### src/rtl/rxft_pkg.sv
package rxft_pkg;
  typedef enum logic [1:0] {
    ST_IDLE  = 2'd0,
    ST_FRAME = 2'd1,
    ST_ABORT = 2'd2
  } rxft_state_e;
endpackage

### src/rtl/rxft_plcp_decode.sv
// Captures rate and length from the leading header octets.
module rxft_plcp_decode #(
  parameter int LEN_W  = 12,
  parameter int RATE_W = 4,
  parameter int IDX_W  = 13
) (
  input  logic              clk,
  input  logic              rst_n,
  input  logic              start,
  input  logic              take,
  input  logic [IDX_W-1:0]  idx,
  input  logic [7:0]        data,
  output logic [RATE_W-1:0] rate,
  output logic [LEN_W-1:0]  frame_len,
  output logic              len_valid
);
  localparam int HI_W = LEN_W - 8;

  logic [7:0] len_lo_q;
  logic       lo_en, hi_en;

  assign lo_en = take && (idx == IDX_W'(1));
  assign hi_en = take && (idx == IDX_W'(2));

  always_ff @(posedge clk or negedge rst_n) begin
    if (!rst_n) begin
      rate      <= '0;
      len_lo_q  <= '0;
      frame_len <= '0;
      len_valid <= 1'b0;
    end else begin
      if (start) rate <= data[7 -: RATE_W];
      if (lo_en) len_lo_q <= data;
      if (hi_en) frame_len <= {data[HI_W-1:0], len_lo_q};
      len_valid <= hi_en;
    end
  end
endmodule

### src/rtl/rxft_abort_timer.sv
// Counts the wait after a MAC reject before status is taken.
module rxft_abort_timer #(
  parameter int ABORT_WAIT = 66
) (
  input  logic clk,
  input  logic rst_n,
  input  logic arm,
  input  logic run,
  output logic expire
);
  localparam int TW = $clog2(ABORT_WAIT + 1);

  logic [TW-1:0] cnt_q, cnt_d;
  logic          cnt_en;

  assign expire = run && (cnt_q == TW'(ABORT_WAIT - 1));
  assign cnt_en = arm || (run && !expire);

  always_comb begin
    cnt_d = cnt_q + TW'(1);
    if (arm) cnt_d = '0;
  end

  always_ff @(posedge clk or negedge rst_n) begin
    if (!rst_n) cnt_q <= '0;
    else if (cnt_en) cnt_q <= cnt_d;
  end
endmodule

### src/rtl/rxft_status_capture.sv
// Three-octet history; on fire the newest three become the status fields.
module rxft_status_capture (
  input  logic       clk,
  input  logic       rst_n,
  input  logic       clear,
  input  logic       shift,
  input  logic       fire,
  input  logic [7:0] data,
  output logic [7:0] rssi,
  output logic [7:0] lqi,
  output logic [4:0] rx_err,
  output logic       status_valid
);
  logic [7:0] h0_q, h1_q, h2_q;
  logic [7:0] n0, n1, n2;
  logic       hist_en;

  assign hist_en = clear || shift;

  always_comb begin
    n0 = h0_q;
    n1 = h1_q;
    n2 = h2_q;
    if (clear) begin
      n0 = data;
      n1 = '0;
      n2 = '0;
    end else if (shift) begin
      n0 = data;
      n1 = h0_q;
      n2 = h1_q;
    end
  end

  always_ff @(posedge clk or negedge rst_n) begin
    if (!rst_n) begin
      h0_q <= '0;
      h1_q <= '0;
      h2_q <= '0;
    end else if (hist_en) begin
      h0_q <= n0;
      h1_q <= n1;
      h2_q <= n2;
    end
  end

  always_ff @(posedge clk or negedge rst_n) begin
    if (!rst_n) begin
      rssi         <= '0;
      lqi          <= '0;
      rx_err       <= '0;
      status_valid <= 1'b0;
    end else begin
      if (fire) begin
        rssi   <= n2;
        lqi    <= n1;
        rx_err <= n0[4:0];
      end
      status_valid <= fire;
    end
  end
endmodule

### src/rtl/rx_frame_tracker.sv
module rx_frame_tracker #(
  parameter int LEN_W         = 12,
  parameter int RATE_W        = 4,
  parameter int PLCP_BYTES    = 5,
  parameter int MAC_HDR_BYTES = 11,
  parameter int ABORT_WAIT    = 66
) (
  input  logic              clk,
  input  logic              rst_n,
  input  logic              rx_en,
  input  logic              data_en,
  input  logic [7:0]        data,
  output logic [RATE_W-1:0] rate,
  output logic [LEN_W-1:0]  frame_len,
  output logic              len_valid,
  output logic              mac_hdr_stb,
  output logic              body_stb,
  output logic [7:0]        byte_out,
  output logic [7:0]        rssi,
  output logic [7:0]        lqi,
  output logic [4:0]        rx_err,
  output logic              status_valid
);
  import rxft_pkg::*;

  // One spare bit over the length covers the header and status octets.
  localparam int IDX_W      = LEN_W + 1;
  localparam int BODY_START = PLCP_BYTES + MAC_HDR_BYTES;
  localparam logic [IDX_W-1:0] HDR_LO  = IDX_W'(PLCP_BYTES);
  localparam logic [IDX_W-1:0] BODY_LO = IDX_W'(BODY_START);

  rxft_state_e      state_q, state_d;
  logic [IDX_W-1:0] idx_q, idx_d;
  logic             idx_en;
  logic             start, in_frame, in_abort, abort_now, take;
  logic             last_byte, expire, fire, shift;
  logic [IDX_W-1:0] body_end, stat_end;
  logic             hdr_hit, body_hit;

  assign in_frame  = (state_q == ST_FRAME);
  assign in_abort  = (state_q == ST_ABORT);
  assign start     = (state_q == ST_IDLE) && rx_en && data_en;
  assign abort_now = in_frame && !rx_en;
  assign take      = in_frame && rx_en && data_en;
  assign body_end  = BODY_LO + IDX_W'(frame_len);
  assign stat_end  = body_end + IDX_W'(2);
  assign last_byte = take && (idx_q == stat_end);
  assign fire      = last_byte || expire;
  assign shift     = (in_frame || in_abort) && data_en;
  assign hdr_hit   = take && (idx_q >= HDR_LO) && (idx_q < BODY_LO);
  assign body_hit  = take && (idx_q >= BODY_LO) && (idx_q < body_end);

  // next state
  always_comb begin
    state_d = state_q;
    unique case (state_q)
      ST_IDLE:  if (start) state_d = ST_FRAME;
      ST_FRAME: begin
        if (abort_now)      state_d = ST_ABORT;
        else if (last_byte) state_d = ST_IDLE;
      end
      ST_ABORT: if (expire) state_d = ST_IDLE;
      default:  state_d = ST_IDLE;
    endcase
  end

  assign idx_en = start || take;
  always_comb begin
    idx_d = idx_q + IDX_W'(1);
    if (start) idx_d = IDX_W'(1);
  end

  always_ff @(posedge clk or negedge rst_n) begin
    if (!rst_n) begin
      state_q <= ST_IDLE;
      idx_q   <= '0;
    end else begin
      state_q <= state_d;
      if (idx_en) idx_q <= idx_d;
    end
  end

  always_ff @(posedge clk or negedge rst_n) begin
    if (!rst_n) begin
      mac_hdr_stb <= 1'b0;
      body_stb    <= 1'b0;
      byte_out    <= '0;
    end else begin
      mac_hdr_stb <= hdr_hit;
      body_stb    <= body_hit;
      if (idx_en) byte_out <= data;
    end
  end

  rxft_plcp_decode #(.LEN_W(LEN_W), .RATE_W(RATE_W), .IDX_W(IDX_W)) u_plcp (
    .clk(clk), .rst_n(rst_n), .start(start), .take(take), .idx(idx_q),
    .data(data), .rate(rate), .frame_len(frame_len), .len_valid(len_valid)
  );

  rxft_abort_timer #(.ABORT_WAIT(ABORT_WAIT)) u_timer (
    .clk(clk), .rst_n(rst_n), .arm(abort_now), .run(in_abort), .expire(expire)
  );

  rxft_status_capture u_status (
    .clk(clk), .rst_n(rst_n), .clear(start), .shift(shift), .fire(fire),
    .data(data), .rssi(rssi), .lqi(lqi), .rx_err(rx_err),
    .status_valid(status_valid)
  );
endmodule

### config.mk
export PLATFORM = sky130hd
export DESIGN_NAME = rx_frame_tracker
export DESIGN_NICKNAME = d
export VERILOG_FILES = /design/src/rtl/rxft_pkg.sv /design/src/rtl/rxft_plcp_decode.sv /design/src/rtl/rxft_abort_timer.sv /design/src/rtl/rxft_status_capture.sv /design/src/rtl/rx_frame_tracker.sv
export SDC_FILE = /design/constraint.sdc
export NUM_CORES = 1
export LEC_CHECK = 0
export ABC_AREA = 1
export ABC_CLOCK_PERIOD_IN_PS = 2100
export BUFFER_PORTS_ARGS = -buffer_cell sky130_fd_sc_hd__buf_4
export CAP_MARGIN = 10
export CORE_ASPECT_RATIO = 1.1
export CORE_MARGIN = 1
export CORE_UTILIZATION = 53
export DETAILED_ROUTE_END_ITERATION = 16
export PLACE_DENSITY = 0.84
export SYNTH_ARGS = -nofsm -noshare
export SYNTH_HDL_FRONTEND = slang
export SYNTH_SLANG_ARGS = --single-unit
### constraint.sdc
create_clock -name clk -period 2.1 [get_ports clk]
set_input_delay 0.105 -clock clk [delete_from_list [all_inputs] [get_ports clk]]
set_output_delay 0.105 -clock clk [all_outputs]
set_load 0.02 [all_outputs]
==> summary by stage, run 1 <==
Status
The run finished, with violations left. The final reports fail on negative setup slack.

Power and ir drop
The total power after layout is around 8.6 mW. The clock power share is between 15 and 20%. Summed over all nets, the switching power comes to around 3.7 mW.

Internal power comes to between 4 and 5 mW. The power density relative to cell area is 1240 nW/um2. The combinational share of power is 47.3%.

IR analysis of the VDD net gives a maximum drop of 0.685 mV. Of the total power, registers draw between 30% and 40%. In this run switching power makes up between 40% and 50% of total power. In this run the static leakage power is about 3.5 nW.

Clock network
CTS built an H-tree with a depth of 3. The clock drives 103 sinks. The clock transition at the registers of the reported paths is 100 ps. CTS placed an instance of sky130_fd_sc_hd__clkbuf_8 at the clock tree root. TritonCTS built the clock tree. Buffers inserted during clock tree synthesis total 9. The largest buffer count on any clock path is 2. Clock latency on the worst-skew pair, taken at its later pin, is 390 ps.

Yosys
The number of unique standard cell types used by synthesis is 33. The most common flop cell mapped by yosys is sky130_fd_sc_hd__dfrtp_1. The count of flip-flops with a built-in enable after synthesis is 0. The async set or reset register ratio after synthesis is 100%.

The post-synthesis instance area is between 5000 and 6000 um2. After synthesis, the cell types taking the most area are sky130_fd_sc_hd__dfrtp_1 49%, sky130_fd_sc_hd__nand2_1 11%, sky130_fd_sc_hd__inv_1 7.4%, sky130_fd_sc_hd__ha_1 6.0%, sky130_fd_sc_hd__o21ai_0 5.1%. The net count of the mapped netlist is 666. The cell count after synthesis is 629. The average cell area after synthesis is 8.30 um2. The dominant cell type by area after synthesis is sky130_fd_sc_hd__dfrtp_1. After synthesis, flip-flops and latches occupy 49.4% of the total area. In this run the biggest area consumer among cell types represents 49.4% of the synthesized area.

The count of yosys warnings during synthesis is 0. The post-synthesis register bit count is between 100 and 150.

Timing
The count of final hold-check violations is 0. Setup violations remaining at the end of the flow were counted as 25. In the post-route analysis, the smallest setup slack over all paths is -241 ps.

The final clock period utilization by the worst path is 111%. The slew of the pin with the lowest slew margin is 582 ps. The worst clock skew is 16.3 ps. Setup repair after global routing could not meet its margin everywhere. The normalized max-slew margin is 60.8%. The upper clock frequency limit is between 0.4 and 0.5 GHz. The final critical delay including setup and external delays is 2340 ps. The number of pins with negative max-slew slack in the final report was 0.

Setup path
The required time of the worst setup path is 2420 ps. Data arrives at the worst endpoint at 2660 ps. Among cell families on the critical path, the largest total delay comes from simple AND/OR/NAND/NOR gates. The critical path crosses 16 cells after its start point. The most common cell type on the critical path is sky130_fd_sc_hd__nor2_2. The number of cell instances on the worst register-to-register path is 16.

The largest individual stage delay along the critical path comes from the cell sky130_fd_sc_hd__dfrtp_2. The worst register-to-register path ends at u_status.lqi[1]. The critical path contains buffers and inverters numbering 2 combined. The largest fanout of any net on the critical path is 5. The critical setup path kind is reg -> reg. The worst reg2reg path startpoint is u_plcp.frame_len[1].

The kind of capture point of the worst setup path is a register. The largest single stage delay on the critical path is 460 ps. Traced cell by cell, the critical path runs through inv_2 -> ha_4 -> nor2_2 -> nand3_1 -> nor2_2 -> nand2_1 -> nor2_1 -> nand2_1 -> nor2_1 -> nand3_1 -> nor2_2 -> nand2_2 -> o21ai_4 -> clkbuf_16 -> nand2_4 -> o21ai_2. The register-to-register setup slack is -240 ps. The most critical setup path has its endpoint at u_status.lqi[1]. The nature of the critical path startpoint is a register. Tracing the worst setup path back leads to its startpoint at u_plcp.frame_len[1].

Floorplan
Once the floorplan was initialized, standard cells occupied around 55% of the core. For this design the top-level I/O count stands at just over 60. The number of rows in the core area is 37. The x dimension of the die is a little under 100 um. The core region is 9440 um2. The vertical extent of the die is about 110 um. The overall die area is 10300 um2.

Detailed routing
After detailed routing, the number of remaining DRC violations is 0. Dividing the detail-routed wire length by the instance count gives around 18 um. For this block, the initial DRC count from the detailed router was around 470.

The routed layout has 5077 vias. After detailed routing, the total wire length is 15600 um. Once detail routing completed, the nets flagged for antenna violations numbered 0. After detailed routing, the number of vias per cell comes to around 5.8. The first TritonRoute pass finished after 6 iterations.

Placed design
The final weighted congestion in routability-driven placement is approximately 0.90. The number of buffers added on ports is 60. The placed cell area is 6150 um2. The placed wire-length estimate after detailed placement is 9510 um. The number of placed instances, taps included, is 841.

Hold path
The path class of the lowest-slack min-delay path is in -> reg.

Global route
The number of antenna violations at the first check in global routing came to 0. The via count of the first global-routing pass is 4833. Entering global routing, the biggest net connects 37 pins.

The global-route usage over all layers is between 20 and 30%. The global-route wire length before repair is 23200 um. The remaining global-route overflow is 0.

Final layout
For this run, the number of standard cells in the final layout without fillers is 877. With fillers left out, the area of the finished cells amounts to 6910 um2. The number of diodes added for antenna fixing is 0. In the final design database the tool counted slightly below 800 nets.

The area added between synthesis and finish is 32.4%. The share of layout cells above drive strength 1 is 33.0%.

Job
The tool flagged a number of max-cap violations equal to 0.
[sequential cells by signal, summed over array words and instances (netlist names), 4 cells and up]
signal / count
byte_out: 8
idx_q: 13
u_plcp.frame_len: 12
u_plcp.len_lo_q: 8
u_plcp.rate: 4
u_status.h0_q: 8
u_status.h1_q: 8
u_status.h2_q: 8
u_status.lqi: 8
u_status.rssi: 8
u_status.rx_err: 5
u_timer.cnt_q: 7
[worst register-to-register path: stages, from the launching register on]
cell                        delay (ps)
sky130_fd_sc_hd__dfrtp_2           460
sky130_fd_sc_hd__inv_2              90
sky130_fd_sc_hd__ha_4              210
sky130_fd_sc_hd__nor2_2             90
sky130_fd_sc_hd__nand3_1           100
sky130_fd_sc_hd__nor2_2            120
sky130_fd_sc_hd__nand2_1            70
sky130_fd_sc_hd__nor2_1             80
sky130_fd_sc_hd__nand2_1            50
sky130_fd_sc_hd__nor2_1            110
sky130_fd_sc_hd__nand3_1           110
sky130_fd_sc_hd__nor2_2            110
sky130_fd_sc_hd__nand2_2           120
sky130_fd_sc_hd__o21ai_4           190
sky130_fd_sc_hd__clkbuf_16         250
sky130_fd_sc_hd__nand2_4            50
sky130_fd_sc_hd__o21ai_2            70
[metal layers]
metal,global-route usage (%),vias to the layer above,share of wire [%]
met5,0,-,0
met4,13.3,0,4.2
met3,5.46,61,7.5
met2,49.3,291,51
met1,34.7,2443,37
li1,-,2282,-
[how the worst min path moves through the flow]
| stage | startpoint | depth (start not counted) | to |
|---|---|---|---|
| after CTS | data[2] | 3 | u_status.h0_q[2] |
| after detailed placement | rst_n | 1 | mac_hdr_stb |
| after global placement | rst_n | 1 | u_plcp.frame_len[6] |
| after floorplan | rst_n | 0 | body_stb |
| after global routing | data[0] | 3 | u_status.h0_q[0] |
| final | data[4] | 3 | u_status.h0_q[4] |
[final cells by class]
cell class / instances / area [um2]
tap: 117 / 146
clock inverter: 5 / 86.3
inverter: 106 / 402
sequential: 103 / 2580
fill: 613 / 2530
clock buffer: 11 / 141
timing repair inverter: 1 / 5.00
timing repair buffer: 127 / 1040
multi-input combinational: 407 / 2500
[cells in the final DEF (no fill, tap or decap), drive strengths merged]
| cell type | Yosys | final |
|---|---|---|
| a41oi | 1 | 1 |
| clkinvlp | 0 | 2 |
| dfrtp | 103 | 103 |
| o22ai | 9 | 9 |
| a311oi | 1 | 1 |
| o21bai | 1 | 1 |
| o211ai | 1 | 1 |
| nand4 | 12 | 12 |
| a31oi | 1 | 1 |
| xor2 | 1 | 1 |
| nand3b | 3 | 3 |
| inv | 106 | 108 |
| nand3 | 36 | 36 |
| o221ai | 1 | 1 |
| o21ai | 77 | 78 |
| a221oi | 1 | 1 |
| nand2 | 158 | 158 |
| buf | 4 | 120 |
| dlygate4sd3 | 0 | 5 |
| bufinv | 0 | 2 |
| xnor2 | 1 | 1 |
| nor2 | 36 | 36 |
| nor4 | 4 | 4 |
| a21oi | 26 | 26 |
| ha | 25 | 25 |
| clkbuf | 10 | 13 |
| o21a | 1 | 1 |
| nor3 | 10 | 10 |
[cell usage after synthesis (4+ instances only)]
master	n
sky130_fd_sc_hd__nand2_2	5
sky130_fd_sc_hd__nand2_1	153
sky130_fd_sc_hd__dfrtp_1	103
sky130_fd_sc_hd__o21ai_0	53
sky130_fd_sc_hd__nand4_1	12
sky130_fd_sc_hd__a21oi_1	26
sky130_fd_sc_hd__o21ai_2	19
sky130_fd_sc_hd__clkbuf_1	10
sky130_fd_sc_hd__inv_1	103
sky130_fd_sc_hd__nor4_1	4
sky130_fd_sc_hd__buf_6	4
sky130_fd_sc_hd__o21ai_1	4
sky130_fd_sc_hd__nor3_1	10
sky130_fd_sc_hd__o22ai_1	9
sky130_fd_sc_hd__nor2_1	33
sky130_fd_sc_hd__ha_1	25
sky130_fd_sc_hd__nand3_1	35
[power by group through the flow]
stage          clock network, mW  registers [mW]  logic (mW)
3_5_place_dp                   0            3.00        3.44
4_1_cts                     1.44            2.99        3.61
2_1_floorplan                  0            3.29        1.74
3_3_place_gp                   0            2.98        3.31
5_1_grt                     1.53            3.11        4.38
6_report                    1.45            3.06        4.04
[metrics by stage]
step	hold WS [ps]	util, %	setup WS, ps	setup TNS [ps]
after floorplan	-191	-	6.79	0
after global placement	94.8	65.1	-122	-2490
after detailed placement	103	65.1	-218	-4630
after CTS	3.28	69.8	-237	-4700
after global routing	48.3	73.2	-459	-10250
final	46.0	73.2	-241	-4650
[cells by family after synthesis]
family	synth area share [%]
compound gates	13.8
flops	49.4
simple gates	21.3
fa+ha+maj	5.99
buf+inv	9.20
xor+xnor	0.336
[timing repair]
| action | in CTS | in global routing |
|---|---|---|
| hold buffers | 5 | 0 |
| gates resized for setup | 33 | 68 |
| endpoints found under the setup margin | 36 | 48 |
| pin swaps | 18 | 18 |
| gates cloned | 1 | 4 |
| buffers inserted | 4 | 6 |
| endpoints found under the hold margin | 37 | 0 |
(Power assumes the default switching activity.)
==> run 2, diff against run 1 <==
--- a/config.mk
+++ b/config.mk
@@ -7,13 +7,14 @@
 export LEC_CHECK = 0
 export ABC_AREA = 1
 export ABC_CLOCK_PERIOD_IN_PS = 2100
-export BUFFER_PORTS_ARGS = -buffer_cell sky130_fd_sc_hd__buf_4
+export BUFFER_PORTS_ARGS = -buffer_cell sky130_fd_sc_hd__buf_2
 export CAP_MARGIN = 10
 export CORE_ASPECT_RATIO = 1.1
 export CORE_MARGIN = 1
 export CORE_UTILIZATION = 53
 export DETAILED_ROUTE_END_ITERATION = 16
 export PLACE_DENSITY = 0.84
+export SKIP_LAST_GASP = 1
 export SYNTH_ARGS = -nofsm -noshare
 export SYNTH_HDL_FRONTEND = slang
 export SYNTH_SLANG_ARGS = --single-unit
==> run 2 against run 1 <==
Net effect: global-route usage fell by 2.2 points; the run still ends with negative setup slack left; largest power group unchanged; largest cell class unchanged; count of clock-buffer cells in the layout did not move; critical endpoint is now u_status.lqi[7]; sequential share of layout area increased by 1.3 points.
==> summary by stage, run 2 (synthesized netlist as in run 1, its figures left out) <==
Detailed routing
The total vias in the final route is 4980 (was 5077). The number of nets with antenna violations after routing is 0 (unchanged). The per-cell routed wire length is 16.9 um (was 17.8 um). The sum of routed wire length over all layers is 14800 um (was 15600 um). The number of detailed-route iterations in the first pass is 5 (was 6). The residual DRC count came to 0 (unchanged). The detailed router's first-iteration violation count is 383 (was 469).

The detail-routed via count per cell is 5.70 (was 5.79).

Setup path
The required time of the worst setup path was 2420 ps (about the same). The largest fanout of any net on the critical path came to 7 (was 5). The critical path arrival is 2670 ps (was 2660 ps). The critical setup path kind is reg -> reg (unchanged). The nature of the critical path startpoint was a register (unchanged). The delay contributed by the slowest stage of the critical path is 420 ps (was 460 ps).

The number of cell instances on the worst register-to-register path was 16 (unchanged). The kind of capture point of the worst setup path is a register (unchanged). The slowest cell on the critical path is sky130_fd_sc_hd__dfrtp_1 (was sky130_fd_sc_hd__dfrtp_2). Crit-path cells: ha_2 -> inv_1 -> nand2_1 -> nand3_1 -> nor2_2 -> nand2_1 -> nor2_1 -> nand2_1 -> nor2_2 -> nand3_1 -> nor2_2 -> nand2_2 -> o21ai_4 -> clkbuf_16 -> nand2_4 -> o21ai_2 (was inv_2 -> ha_4 -> nor2_2 -> nand3_1 -> nor2_2 -> nand2_1 -> nor2_1 -> nand2_1 -> nor2_1 -> nand3_1 -> nor2_2 -> nand2_2 -> o21ai_4 -> clkbuf_16 -> nand2_4 -> o21ai_2).

Global route
The maximum number of pins on one net before global-route repair is 41 (was 37). The remaining global-route overflow is 0 (unchanged). The global-route usage over all layers came to 26.4% (was 28.6%). The global-route wire length before repair is 21600 um (was 23200 um).

The via count of the first global-routing pass is 4712 (was 4833). The number of antenna violations at the first check in global routing is 0 (unchanged).

Timing
Setup repair after global routing missed its margin: true (unchanged). The final critical delay including setup and external delays is 2340 ps (about the same). The normalized max-slew margin is 64.3% (was 60.8%). The count of final hold-check violations is 0 (unchanged). The slew of the pin with the lowest slew margin is 531 ps (was 582 ps). The final-layout setup total negative slack is -4840 ps (was -4650 ps). The final clock period utilization by the worst path was 112% (was 111%). The upper clock frequency limit is 0.427 GHz (about the same). The total of endpoints with negative setup slack in the final report is 26 (was 25). The worst slack on hold paths was 15.7 ps (was 46.0 ps). The worst path setup slack after routing is -244 ps (was -241 ps). The number of pins with negative max-slew slack in the final report is 0 (unchanged). The worst clock skew is 14.4 ps (was 16.3 ps).

Clock network
The H-tree depth is 3 (unchanged). The clock transition at the registers of the reported paths is 100 ps (about the same). The TritonCTS clock tree is done (unchanged). The largest buffer count on any clock path is 2 (unchanged).

The root buffer cell is sky130_fd_sc_hd__clkbuf_8 (unchanged). The number of buffers created by CTS came to 9 (unchanged). The clock sink count came to 103 (unchanged). The clock latency on the worst-skew pair is 400 ps (was 390 ps).

Placed design
The placed wire-length estimate after detailed placement came to 9600 um (was 9510 um). The placed cell area is 6020 um2 (was 6150 um2). The count of placed standard cells including taps is 840 (was 841). The number of buffers added on ports was 60 (unchanged). The final weighted congestion in routability-driven placement is 0.892 (was 0.900).

Power and ir drop
The proportion of power drawn by flip-flops and latches is 37.3% (was 35.8%). The power density relative to cell area is 1220 nW/um2 (was 1240 nW/um2). The worst voltage drop across the vdd grid was 0.724 mV (was 0.685 mV).

The total net switching power is 3.55 mW (was 3.65 mW). The net switching share of the total power came to 43.6% (was 42.7%). The combinational share of power was 45.8% (was 47.3%).

The static leakage is 3.43 nW (was 3.50 nW). The internal power consumption was 4.59 mW (was 4.90 mW). The total power after layout is 8.13 mW (was 8.55 mW). The clock power share came to 16.9% (was 17.0%).

Floorplan
The area of the core is 9440 um2 (unchanged). The initial cell density of the core is 55.3% (unchanged). The x dimension of the die is 96.6 um (unchanged). The boundary pin count is 61 (unchanged). The vertical extent of the die is 106 um (unchanged). The number of rows in the core area is 37 (unchanged). The overall die area is 10300 um2 (unchanged).

Final layout
The area added between synthesis and finish came to 28.0% (was 32.4%). The total number of nets in the final design is 789 (was 792). The flip-flop count of the largest register, all copies and words added is 13 (unchanged).

The register name with the most flops was idx_q (unchanged). The number of standard cells in the layout, taps in and fillers out came to 874 (was 877). Top Registers: idx_q x13, u_plcp.frame_len x12 (unchanged). The number of diodes added for antenna fixing was 0 (unchanged).

The most common cell after layout, fill and taps aside is sky130_fd_sc_hd__nand2_1 (unchanged). Most frequent cells in the layout: 131 x sky130_fd_sc_hd__nand2_1, 98 x sky130_fd_sc_hd__dfrtp_1, 96 x sky130_fd_sc_hd__inv_1 (was 122 x sky130_fd_sc_hd__nand2_1, 113 x sky130_fd_sc_hd__buf_4, 97 x sky130_fd_sc_hd__dfrtp_1). The share of layout cells above drive strength 1 is 30.8% (was 33.0%). The final cell area excluding filler cells is 6680 um2 (was 6910 um2).

Job
The count of maximum capacitance violations is 0 (unchanged).

Hold path
The worst hold path cell count is 3 (unchanged). The path class of the lowest-slack min-delay path was in -> reg (unchanged).

Status
Violated checks: negative setup slack (unchanged). Run status: finished with violations (unchanged).
==> run 2: worst paths after layout <==
check | from | to | slack (ps)
worst max-delay path | u_plcp.frame_len[1] | u_status.lqi[7] | -240
worst min-delay path | data[1] | byte_out[1] | 20
worst max register to register | u_plcp.frame_len[1] | u_status.lqi[7] | -240
worst min register to register | u_plcp.rate[2] | u_plcp.rate[2] | 490
max in group asynchronous | rst_n | idx_q[10] | 1270
min in group asynchronous | rst_n | u_plcp.frame_len[6] | 200
==> run 2: power groups by stage <==
| stage | clock network (mW) | logic (mW) | registers (mW) |
|---|---|---|---|
| 3_3_place_gp | 0 | 3.18 | 2.97 |
| 2_1_floorplan | 0 | 1.74 | 3.29 |
| 4_1_cts | 1.35 | 3.41 | 2.97 |
| 3_5_place_dp | 0 | 3.32 | 3.00 |
| 6_report | 1.37 | 3.73 | 3.03 |
| 5_1_grt | 1.44 | 4.11 | 3.08 |
==> run 2: critical path: cells and delay by family (launching register included) <==
family / cells / cell delay (ps)
AOI/OAI and AO/OA: 2 / 250
adders and majority gates: 1 / 350
buffers and inverters: 2 / 300
DFF: 1 / 420
and+or+nand+nor: 11 / 950
==> run 2: final cells by class <==
type	count	area, um2
Multi-Input combinational cell	406	2430
Inverter	106	398
Fill cell	664	2760
Clock buffer	11	151
Timing Repair Buffer	126	905
Tap cell	117	146
Sequential cell	103	2580
Clock inverter	5	63.8
==> run 2: metal layers <==
layer  track usage (%)  routed length (um)  part of all wire (%)
met5                 0                   0                     0
met4              9.81                 452                   3.1
met3              5.72                1090                   7.3
met2              47.2                7590                    51
met1              31.3                5680                    38
==> run 2: timing repair <==
| action | in CTS | in global routing |
|---|---|---|
| gates resized for setup | 16 | 64 |
| setup endpoints to repair | 28 | 30 |
| cloned | 0 | 2 |
| buffers inserted | 0 | 12 |
| endpoints found under the hold margin | 35 | 0 |
| hold buffers | 4 | 0 |
| pin swaps | 2 | 20 |
==> run 2: metrics by stage <==
| stage | setup WS [ps] | utilization (%) |
|---|---|---|
| 3_3_place_gp | -80.2 | 63.7 |
| 6_report | -244 | 70.7 |
| 5_1_grt | -392 | 70.7 |
| 3_5_place_dp | -192 | 63.7 |
| 2_1_floorplan | 6.79 | - |
| 4_1_cts | -143 | 67.0 |
==> run 3, diff against run 2 <==
--- a/config.mk
+++ b/config.mk
@@ -11,9 +11,9 @@
 export CAP_MARGIN = 10
 export CORE_ASPECT_RATIO = 1.1
 export CORE_MARGIN = 1
-export CORE_UTILIZATION = 53
+export CORE_UTILIZATION = 36
 export DETAILED_ROUTE_END_ITERATION = 16
-export PLACE_DENSITY = 0.84
+export PLACE_DENSITY = 0.64
 export SKIP_LAST_GASP = 1
 export SYNTH_ARGS = -nofsm -noshare
 export SYNTH_HDL_FRONTEND = slang
==> run 3 against run 2 <==
Net effect: the run still ends with negative setup slack left; global-route usage fell by 7.0 points; combinational power fell by 5%; fmax rose by 6.0%; critical path depth fell by 1; cell count rose by 7.4%; count of clock-buffer cells in the layout fell by 1; first-iteration DRC count fell by 39%; routed wire length fell by 12%; worst setup slack improved by 130 ps; clock power rose by 27%; core utilization fell by 22 points; critical path type unchanged; critical endpoint is now u_status.rssi[4]; largest power group unchanged.
==> summary by stage, run 3 (synthesized netlist as in run 1, its figures left out) <==
Status
Run status: finished with violations (unchanged). Violated checks: negative setup slack (unchanged).

Timing
The number of pins with negative max-slew slack in the final report is 0 (unchanged). The final clock period utilization by the worst path is 105% (was 112%). The worst path setup slack after routing is -112 ps (was -244 ps). The normalized max-slew margin is 67.2% (was 64.3%). The total of endpoints with negative setup slack in the final report is 21 (was 26).

The final critical delay including setup and external delays was 2210 ps (was 2340 ps). The worst clock skew was 13.9 ps (was 14.4 ps). Setup repair after global routing missed its margin: true (unchanged). The slew of the pin with the lowest slew margin is 488 ps (was 531 ps). The count of final hold-check violations is 0 (unchanged). The upper clock frequency limit is 0.452 GHz (was 0.427 GHz).

Global route
The global-route usage over all layers is 19.5% (was 26.4%). The maximum number of pins on one net before global-route repair is 50 (was 41). The global-route layer with the greatest usage is met2 (unchanged). The met1 layer usage reported by global route is 26.2% (was 31.3%).

The global-route wire length before repair was 22400 um (was 21600 um). The global routing usage on met2 came to 32.2% (was 47.2%). The number of antenna violations at the first check in global routing is 0 (unchanged). The remaining global-route overflow is 0 (unchanged). The via count of the first global-routing pass came to 4494 (was 4712).

The met3 global-route usage came to 2.46% (was 5.72%).

Setup path
The nature of the critical path startpoint is a register (unchanged). The worst reg2reg path startpoint is u_plcp.frame_len[4] (was u_plcp.frame_len[1]). The required time of the worst setup path is 2340 ps (was 2420 ps). The critical path arrival came to 2450 ps (was 2670 ps). The critical setup path kind is reg -> reg (unchanged). The register-to-register setup slack is -110 ps (was -240 ps). The capturing point of the worst reg2reg path is u_status.rssi[4] (was u_status.lqi[7]). The kind of capture point of the worst setup path is a register (unchanged). The largest fanout of any net on the critical path is 12 (was 7).

The number of cell instances on the worst register-to-register path is 15 (was 16).

Hold path
The path class of the lowest-slack min-delay path is in -> reg (unchanged). The launch point of the worst hold path was data[6] (was data[1]). The worst hold path cell count is 3 (unchanged).

The hold path endpoint is u_status.h0_q[6] (was byte_out[1]).

Final layout
The flip-flop count of the largest register, all copies and words added is 13 (unchanged). Top Registers: idx_q x13, u_plcp.frame_len x12 (unchanged). Most frequent cells in the layout: 141 x sky130_fd_sc_hd__nand2_1, 97 x sky130_fd_sc_hd__inv_1, 97 x sky130_fd_sc_hd__dfrtp_1 (was 131 x sky130_fd_sc_hd__nand2_1, 98 x sky130_fd_sc_hd__dfrtp_1, 96 x sky130_fd_sc_hd__inv_1). The number of standard cells in the layout, taps in and fillers out is 939 (was 874). The core occupancy in the finished layout is 48.3% (was 70.7%). The register name with the most flops is idx_q (unchanged). The area added between synthesis and finish is 29.2% (was 28.0%). The final cell area excluding filler cells came to 6750 um2 (was 6680 um2). The number of diodes added for antenna fixing is 0 (unchanged).

The share of layout cells above drive strength 1 is 28.5% (was 30.8%). The total number of nets in the final design was 783 (was 789). The most common cell after layout, fill and taps aside was sky130_fd_sc_hd__nand2_1 (unchanged).

Detailed routing
The per-cell routed wire length is 13.9 um (was 16.9 um). The residual DRC count is 0 (unchanged). The detailed router's first-iteration violation count is 232 (was 383). The total vias in the final route is 4522 (was 4980). The detail-routed via count per cell is 4.82 (was 5.70).

The number of detailed-route iterations in the first pass is 5 (unchanged). The number of nets with antenna violations after routing is 0 (unchanged). The sum of routed wire length over all layers is 13100 um (was 14800 um).

Power and ir drop
The static leakage is 3.37 nW (was 3.43 nW). The total power after layout is 8.30 mW (was 8.13 mW). The worst voltage drop across the vdd grid is 0.542 mV (was 0.724 mV).

The power density relative to cell area is 1230 nW/um2 (was 1220 nW/um2).

Placed design
The placed cell area is 6100 um2 (was 6020 um2). The setup slack at placement came to -213 ps (was -192 ps). The number of buffers added on ports is 60 (unchanged). The count of placed standard cells including taps is 912 (was 840). The placed wire-length estimate after detailed placement is 9440 um (was 9600 um). The final weighted congestion in routability-driven placement came to 0.888 (was 0.892).

Clock network
The largest buffer count on any clock path is 2 (unchanged). The TritonCTS clock tree is done (unchanged). The clock transition at the registers of the reported paths came to 80 ps (was 100 ps). The clock latency on the worst-skew pair is 350 ps (was 400 ps).

The clock sink count is 103 (unchanged). The number of buffers created by CTS is 9 (unchanged). The H-tree depth is 3 (unchanged). The root buffer cell is sky130_fd_sc_hd__clkbuf_16 (was sky130_fd_sc_hd__clkbuf_8).

Floorplan
The vertical extent of the die is 128 um (was 106 um). The area of the core came to 14000 um2 (was 9440 um2). The overall die area is 15000 um2 (was 10300 um2). The x dimension of the die is 117 um (was 96.6 um). The initial cell density of the core is 37.4% (was 55.3%).

The boundary pin count is 61 (unchanged). The number of rows in the core area is 45 (was 37).

Job
The count of maximum capacitance violations is 0 (unchanged).
## run 3: cell count changes in the layout (fill, tap and decap cells not counted), moves of 3 or more
cell                        before  now
sky130_fd_sc_hd__buf_4          54   51
sky130_fd_sc_hd__clkbuf_16       2    9
sky130_fd_sc_hd__clkbuf_8       11    0
sky130_fd_sc_hd__nand2_1       131  141
sky130_fd_sc_hd__nand2_2        18   14
sky130_fd_sc_hd__nand2_4         9    3
## run 3: power breakdown
| group | internal (mW) | leakage [nW] | total [mW] | switching [mW] |
|---|---|---|---|---|
| registers | 2.58 | 1.28 | 3.02 | 0.435 |
| logic | 1.40 | 1.94 | 3.54 | 2.14 |
| clock network | 0.949 | 0.151 | 1.74 | 0.790 |
## run 3: area by class of cell
type / count / area, um2
clock buffer: 10 / 229
clock inverter: 6 / 78.8
fill: 1381 / 7220
inverter: 106 / 398
multi-input combinational: 406 / 2370
sequential: 103 / 2580
tap: 188 / 235
timing repair buffer: 120 / 847
## run 3: how the worst max path moves through the flow
stage / endpoint / slack [ps] / from / depth (start not counted)
floorplan: u_status.rx_err[1] / 7 / u_plcp.frame_len[4] / 14
global placement: u_status.rx_err[4] / -130 / u_plcp.frame_len[4] / 15
detailed placement: u_status.rx_err[0] / -210 / u_plcp.frame_len[4] / 15
CTS: u_status.rssi[4] / -150 / u_plcp.frame_len[1] / 16
global route: u_status.rx_err[0] / -290 / idx_q[0] / 18
finish: u_status.rssi[4] / -110 / u_plcp.frame_len[4] / 15
## run 3: stage by stage
step | TNS (ps) | hold WS, ps
6_report | -1960 | 3.87
5_1_grt | -6320 | 7.72
4_1_cts | -2970 | 2.33
3_5_place_dp | -3920 | 76.4
3_3_place_gp | -2400 | 74.1
2_1_floorplan | 0 | -191
## run 3: worst max-delay path: stages, from the launching register on
cell and delay [ps]:
sky130_fd_sc_hd__dfrtp_2 450, sky130_fd_sc_hd__inv_2 90, sky130_fd_sc_hd__ha_4 120, sky130_fd_sc_hd__nand4_1 160
sky130_fd_sc_hd__nor2_4 180, sky130_fd_sc_hd__nand2_2 80, sky130_fd_sc_hd__nor2_4 130, sky130_fd_sc_hd__nand4_1 100
sky130_fd_sc_hd__nand2_1 60, sky130_fd_sc_hd__nand2_1 50, sky130_fd_sc_hd__nor2_2 110, sky130_fd_sc_hd__nand2_2 80
sky130_fd_sc_hd__o21ai_4 110, sky130_fd_sc_hd__buf_12 170, sky130_fd_sc_hd__buf_16 150, sky130_fd_sc_hd__o21ai_2 60
## run 3: repair_timing
item | 4_1_cts | 5_1_grt
pin swaps | 7 | 17
gates cloned | 3 | 0
buffers inserted | 3 | 5
endpoints found under the setup margin | 29 | 37
hold endpoints to repair | 31 | 0
resized for setup | 23 | 40
hold buffers | 2 | 0
## run 3: layer usage
metal	routed length, um	up-vias
met1	6240	2157
met2	6220	82
met5	0	-
li1	-	2271
met3	427	12
met4	173	0
